### src/rtl/sec_rtc_pkg.sv
package sec_rtc_pkg;

    localparam int ADDR_W = 12;
    localparam int DATA_W = 32;
    localparam int ID_N   = 8;

    typedef enum logic [2:0] {
        SEL_COUNT = 3'd0,
        SEL_MATCH = 3'd1,
        SEL_LOAD  = 3'd2,
        SEL_CTRL  = 3'd3,
        SEL_MASK  = 3'd4,
        SEL_RAW   = 3'd5,
        SEL_MIS   = 3'd6,
        SEL_CLR   = 3'd7
    } reg_sel_e;

    typedef struct packed {
        logic              load_we;
        logic              match_we;
        logic              mask_we;
        logic              clr_we;
        logic [DATA_W-1:0] data;
    } rtc_wr_t;

    typedef struct packed {
        logic [DATA_W-1:0] count;
        logic [DATA_W-1:0] match;
        logic [DATA_W-1:0] load;
        logic              mask;
        logic              raw;
    } rtc_state_t;

    function automatic logic [7:0] id_byte(input logic [2:0] idx);
        logic [7:0] b;
        case (idx)
            3'd0:    b = 8'h31;
            3'd1:    b = 8'h10;
            3'd2:    b = 8'h14;
            3'd3:    b = 8'h00;
            3'd4:    b = 8'h0D;
            3'd5:    b = 8'hF0;
            3'd6:    b = 8'h05;
            default: b = 8'hB1;
        endcase
        return b;
    endfunction

endpackage

### src/rtl/sec_rtc_prescaler.sv
module sec_rtc_prescaler #(
    parameter int CLK_HZ = 50_000_000
) (
    input  logic clk,
    input  logic rst,
    output logic tick
);
    localparam int DIV_W = (CLK_HZ > 2) ? $clog2(CLK_HZ) : 1;
    localparam logic [DIV_W-1:0] LAST = DIV_W'(CLK_HZ - 1);

    logic [DIV_W-1:0] div_q;

    assign tick = (div_q == LAST);

    always_ff @(posedge clk) begin
        if (rst) begin
            div_q <= '0;
        end else if (tick) begin
            div_q <= '0;
        end else begin
            div_q <= div_q + 1'b1;
        end
    end
endmodule

### src/rtl/sec_rtc_bus.sv
module sec_rtc_bus
    import sec_rtc_pkg::*;
(
    input  logic              psel,
    input  logic              penable,
    input  logic              pwrite,
    input  logic [ADDR_W-1:0] paddr,
    input  logic [DATA_W-1:0] pwdata,
    input  rtc_state_t        st,
    output rtc_wr_t           wr,
    output logic [DATA_W-1:0] prdata
);
    logic     in_regs;
    logic     in_id;
    logic     wr_go;
    reg_sel_e sel;

    assign in_regs = (paddr[ADDR_W-1:5] == '0);
    assign in_id   = (paddr[ADDR_W-1:5] == '1);
    assign sel     = reg_sel_e'(paddr[4:2]);
    assign wr_go   = psel && penable && pwrite && in_regs;

    always_comb begin
        wr          = '0;
        wr.data     = pwdata;
        wr.load_we  = wr_go && (sel == SEL_LOAD);
        wr.match_we = wr_go && (sel == SEL_MATCH);
        wr.mask_we  = wr_go && (sel == SEL_MASK);
        wr.clr_we   = wr_go && (sel == SEL_CLR);
    end

    always_comb begin
        prdata = '0;
        if (in_id) begin
            prdata = {{(DATA_W-8){1'b0}}, id_byte(paddr[4:2])};
        end else if (in_regs) begin
            case (sel)
                SEL_COUNT: prdata = st.count;
                SEL_MATCH: prdata = st.match;
                SEL_LOAD:  prdata = st.load;
                SEL_CTRL:  prdata = DATA_W'(1);
                SEL_MASK:  prdata = {{(DATA_W-1){1'b0}}, st.mask};
                SEL_RAW:   prdata = {{(DATA_W-1){1'b0}}, st.raw};
                SEL_MIS:   prdata = {{(DATA_W-1){1'b0}}, st.raw & st.mask};
                default:   prdata = '0;
            endcase
        end
    end
endmodule

### src/rtl/sec_rtc_core.sv
module sec_rtc_core
    import sec_rtc_pkg::*;
(
    input  logic       clk,
    input  logic       rst,
    input  logic       tick,
    input  rtc_wr_t    wr,
    output rtc_state_t st
);
    logic [DATA_W-1:0] cnt_n;
    logic [DATA_W-1:0] mat_n;
    logic              hit;

    always_comb begin
        if (wr.load_we)   cnt_n = wr.data;
        else if (tick)    cnt_n = st.count + 1'b1;
        else              cnt_n = st.count;
        mat_n = wr.match_we ? wr.data : st.match;
        hit   = (wr.load_we || wr.match_we || tick) && (cnt_n == mat_n);
    end

    always_ff @(posedge clk) begin
        if (rst) begin
            st <= '0;
        end else begin
            st.count <= cnt_n;
            st.match <= mat_n;
            if (wr.load_we) st.load <= wr.data;
            if (wr.mask_we) st.mask <= wr.data[0];
            if (hit)            st.raw <= 1'b1;
            else if (wr.clr_we) st.raw <= 1'b0;
        end
    end
endmodule

### src/rtl/sec_rtc.sv
module sec_rtc
    import sec_rtc_pkg::*;
#(
    parameter int CLK_HZ = 50_000_000
) (
    input  logic              clk,
    input  logic              rst,
    input  logic              psel,
    input  logic              penable,
    input  logic              pwrite,
    input  logic [ADDR_W-1:0] paddr,
    input  logic [DATA_W-1:0] pwdata,
    output logic [DATA_W-1:0] prdata,
    output logic              irq
);
    logic              tick;
    rtc_wr_t           wr;
    rtc_state_t        st;
    logic [DATA_W-1:0] count_q;
    logic              raw_q;
    logic              mask_q;

    sec_rtc_prescaler #(.CLK_HZ(CLK_HZ)) u_pre (
        .clk  (clk),
        .rst  (rst),
        .tick (tick)
    );

    sec_rtc_bus u_bus (
        .psel    (psel),
        .penable (penable),
        .pwrite  (pwrite),
        .paddr   (paddr),
        .pwdata  (pwdata),
        .st      (st),
        .wr      (wr),
        .prdata  (prdata)
    );

    sec_rtc_core u_core (
        .clk  (clk),
        .rst  (rst),
        .tick (tick),
        .wr   (wr),
        .st   (st)
    );

    assign count_q = st.count;
    assign raw_q   = st.raw;
    assign mask_q  = st.mask;
    assign irq     = st.raw & st.mask;
endmodule

### config.mk
export PLATFORM = sky130hd
export DESIGN_NAME = sec_rtc
export DESIGN_NICKNAME = d
export VERILOG_FILES = /design/src/rtl/sec_rtc_pkg.sv /design/src/rtl/sec_rtc_prescaler.sv /design/src/rtl/sec_rtc_bus.sv /design/src/rtl/sec_rtc_core.sv /design/src/rtl/sec_rtc.sv
export SDC_FILE = /design/constraint.sdc
export NUM_CORES = 1
export LEC_CHECK = 0
export CORE_AREA = 2 2 123 125
export DETAILED_ROUTE_END_ITERATION = 10
export DIE_AREA = 0 0 125 127
export DONT_BUFFER_PORTS = 1
export GPL_ROUTABILITY_DRIVEN = 0
export GPL_TIMING_DRIVEN = 0
export HOLD_SLACK_MARGIN = 0.05
export PLACE_DENSITY = 0.76
export SETUP_SLACK_MARGIN = 0.15
export SLEW_MARGIN = 30
export SYNTH_ARGS = -nofsm -noshare
export SYNTH_HDL_FRONTEND = slang
export SYNTH_SLANG_ARGS = --single-unit
### constraint.sdc
create_clock -name clk -period 3.2 [get_ports clk]
set_input_delay 0.64 -clock clk [delete_from_list [all_inputs] [get_ports clk]]
set_output_delay 0.64 -clock clk [all_outputs]
set_load 0.02 [all_outputs]
==> impl_results.md <==
* Routed length on met2 at approximately 12,000 um
* Predominant post-synthesis flop cell: dfxtp_1
* Wire length on met1 at 10,700 um
* Measured slew at the worst slew-check pin at 807 ps
* Yosys cell types at 72
* Nets at roughly 1,200
* Critical Path RT at approximately 3600 ps
* Area leader, netlist: dfxtp_1
* DRC Markers at 0
* Via density per instance at 6.47
* Achievable Freq at approximately 300 MHz
* Synth-to-layout area growth at 19.9%
* Final slew viol count at 0
* Worst Min Path Start: pwdata[29]
* Cell Rows at 44
* Largest net degree at the start of global routing at 17
* H-tree Lvls at 4
* Hold WS at about 340 ps
* CORE AREA at 14,400 um^2
* Share of the synthesized area in the top cell type at between 30% and 40%
* Routed wire length at 27,500 um
* Layout cell share with drive strength beyond 1 at 17.2%
* Status: complete, but fails checks
* Hold-fix buffers at CTS at 0
* Worst Hold Endpoint: u_core.st[31]$_SDFFE_PP0P_
* Synth warnings at 0
* HPWL Detailed at between 15,000 and 20,000 um
* Worst EP arrival at 3660 ps
* Post-synth top cells: nand2_1, nor2_1, a21oi_1
* First-pass GRT wire length at 42,300 um
* Mean post-synth cell area at 7.38 um^2
* Final Cell Area at just over 9000 um^2
* Drt first pass iters at 7
* Crit-path cells: or4_1 -> nor3_2 -> nand2_1 -> clkbuf_2 -> buf_2 -> a2bb2oi_1 -> a21oi_1 -> nor2_1 -> nor4_2 -> nand4_1 -> o31ai_2
* Final Hold Fails at 0
* Initial antenna violation count at 0
* CTS Root Cell: clkbuf_16
* Post-synth EDFFs at 0
* Critical path's top delay family: simple AND/OR/NAND/NOR gates
* Most common cell in the netlist: nand2_1
* Worst skew pair latency at 430 ps
* Final ANT Viol Nets at 0
* DR WL met3 at 3590 um
* Post-synth ARST share at 0%
* Worst hold stages at 2
* Initial Util at about 54%
* Synthesized area at about 7800 um^2
* Max incr delay on CP at 690 ps
* Final worst path period need at 3300 ps
* Worst reg2reg startpoint: u_pre.div_q[22]$_SDFF_PP0_
* Routed vias at 8,397
* Clk_skew at around 6.4 ps
* Clock slew at reported path FFs at approximately 60 ps
* Setup ws final at -105 ps
* Top routing layer in use: met4
* DR WL/cell at 21.2 um
* Longest Clk Path Bufs at 2
* Setup slack, reg-to-reg at -50 ps
* Seq cells post-synth at about 120
* Final Cycle Share at 103%
* Total CTS buffers at 17
* Total gr overflow at 0
* HP Class: in -> reg
* Failing checks: setup timing
* Total Die Area at 15,900 um^2
* Final setup fails at 1
* Critical path's slowest cell: or4_1
* CP Max Fanout at 10
* Port Buffers at 0
* Number of diodes at 0
* Critical path class: in -> reg
* Worst R2R Path Depth at 13
* Worst VDD drop at ~0.34 mV
* Die Y at ~130 um
* Leak at 3.31 nW
* Setup crit start kind: primary input
* GR Util All Layers at between 30% and 40%
* Num ports at 82
* Worst Setup End Kind: register
* Vias in the first global route at approximately 7,700
* DRC marker count from the first detailed-route iteration at around 1,200
* Worst rel slew slack at 45.8%
* Cells after Synth at 1,056
* Maxcap violations at 0
* Sink Count at 124
* Die width at 125 um
* R2R Path End: u_core.st[0]$_SDFFE_PP0P_
* Clock tree from TritonCTS: yes
* Syn nets at 1,107
* RSZ-0062 raised after global routing: yes
* Main area contributors after synthesis: dfxtp_1, a21oi_1, nand2_1
* Placed Instance Area at 8050 um^2
* Cell area power density at 401 nW/um^2
* Seq/Total Area, Yosys at 31.8%
* CP Buf/Inv Count at 2
==> cell families after synthesis <==
logic type / after synthesis / synth area share [%]
adder cells (fa/ha/maj): 2 / 0.321
XOR/XNOR: 82 / 9.45
buffers and inverters: 80 / 4.08
AND/OR/NAND/NOR: 480 / 30.1
multiplexers: 40 / 5.15
flip-flops: 124 / 31.8
AO/OA/AOI/OAI: 248 / 19.1
==> per-layer routing <==
metal / vias to the layer above / track usage (%)
met5: - / 0
li1: 3820 / -
met2: 562 / 50.4
met3: 135 / 9.38
met1: 3880 / 43.2
met4: 0 / 20.4
==> layout make-up <==
class / count / area [um^2]
sequential: 124 / 2510
inverter: 12 / 45.0
fill: 1223 / 5080
clock buffer: 20 / 457
buffer: 68 / 323
tap: 184 / 230
timing repair buffer: 25 / 198
clock inverter: 12 / 169
multi-input combinational: 852 / 5410
==> worst max-delay path by stage <==
stage                     slack [ps]                      start  depth (start not counted)                   endpoint
after floorplan                  160                   paddr[7]                         10  u_core.st[0]$_SDFFE_PP0P_
after global placement         -1020                   paddr[7]                         11  u_core.st[0]$_SDFFE_PP0P_
after detailed placement       -1050                   paddr[7]                         11  u_core.st[0]$_SDFFE_PP0P_
after CTS                          3  u_pre.div_q[1]$_SDFF_PP0_                         12  u_core.st[0]$_SDFFE_PP0P_
after global routing             -70   u_core.st[80]$_SDFF_PP0_                         12  u_core.st[0]$_SDFFE_PP0P_
final                           -100                   paddr[7]                         11  u_core.st[0]$_SDFFE_PP0P_
==> metrics by stage <==
step / setup TNS, ps / instances / utilization, % / power, mW / setup slack (ps)
finish: -105 / 1297 / 64.8 / 3.75 / -105
global route: -66.3 / 1297 / 64.8 / 3.82 / -66.3
CTS: 0 / 1291 / 63.2 / 3.74 / 3.32
detailed placement: -15100 / 1241 / 55.8 / 1.71 / -1050
global placement: -19480 / 1240 / 55.7 / 1.71 / -1020
floorplan: 0 / 1056 / - / 1.67 / 160
==> cells in the final DEF (no fill, tap or decap), types with 17 or more instances in the layout <==
cell / synthesis / final
nand2_1: 168 / 167
a21oi_1: 137 / 136
nor2_1: 149 / 121
dfxtp_1: 124 / 111
xnor2_1: 51 / 45
mux2i_1: 39 / 39
clkbuf_1: 53 / 33
nand3_1: 30 / 29
xor2_1: 30 / 28
nand4_1: 25 / 25
a211oi_1: 25 / 24
buf_4: 0 / 23
o21ai_0: 26 / 22
nor2_2: 0 / 21
clkbuf_2: 0 / 20
clkbuf_16: 0 / 17
==> state kept, by name (all words and copies together) (netlist names) <==
name         cells
u_pre.div_q     26
u_core.st       98
==> repair_timing <==
action,in CTS,in global routing
resized for setup,82,60
setup buffers,18,6
setup endpoints to repair,48,53
pin swaps,19,14
==> where the power goes <==
part	total [mW]	switching [mW]	internal [mW]
clock network	2.06	0.725	1.34
logic	0.139	0.0996	0.0397
registers	1.55	0.00382	1.54
==> worst register-to-register path: stages, from the launching register on <==
cell,delay (ps)
dfxtp_4,370
nand4_4,130
or4_4,590
buf_12,170
buf_12,120
nor4_4,240
xor2_2,160
buf_4,160
nor3_1,120
a211o_1,140
a21oi_1,60
nor4_2,410
nand4_1,250
o31ai_2,260
Note: power is estimated with default switching activity, not from simulation.
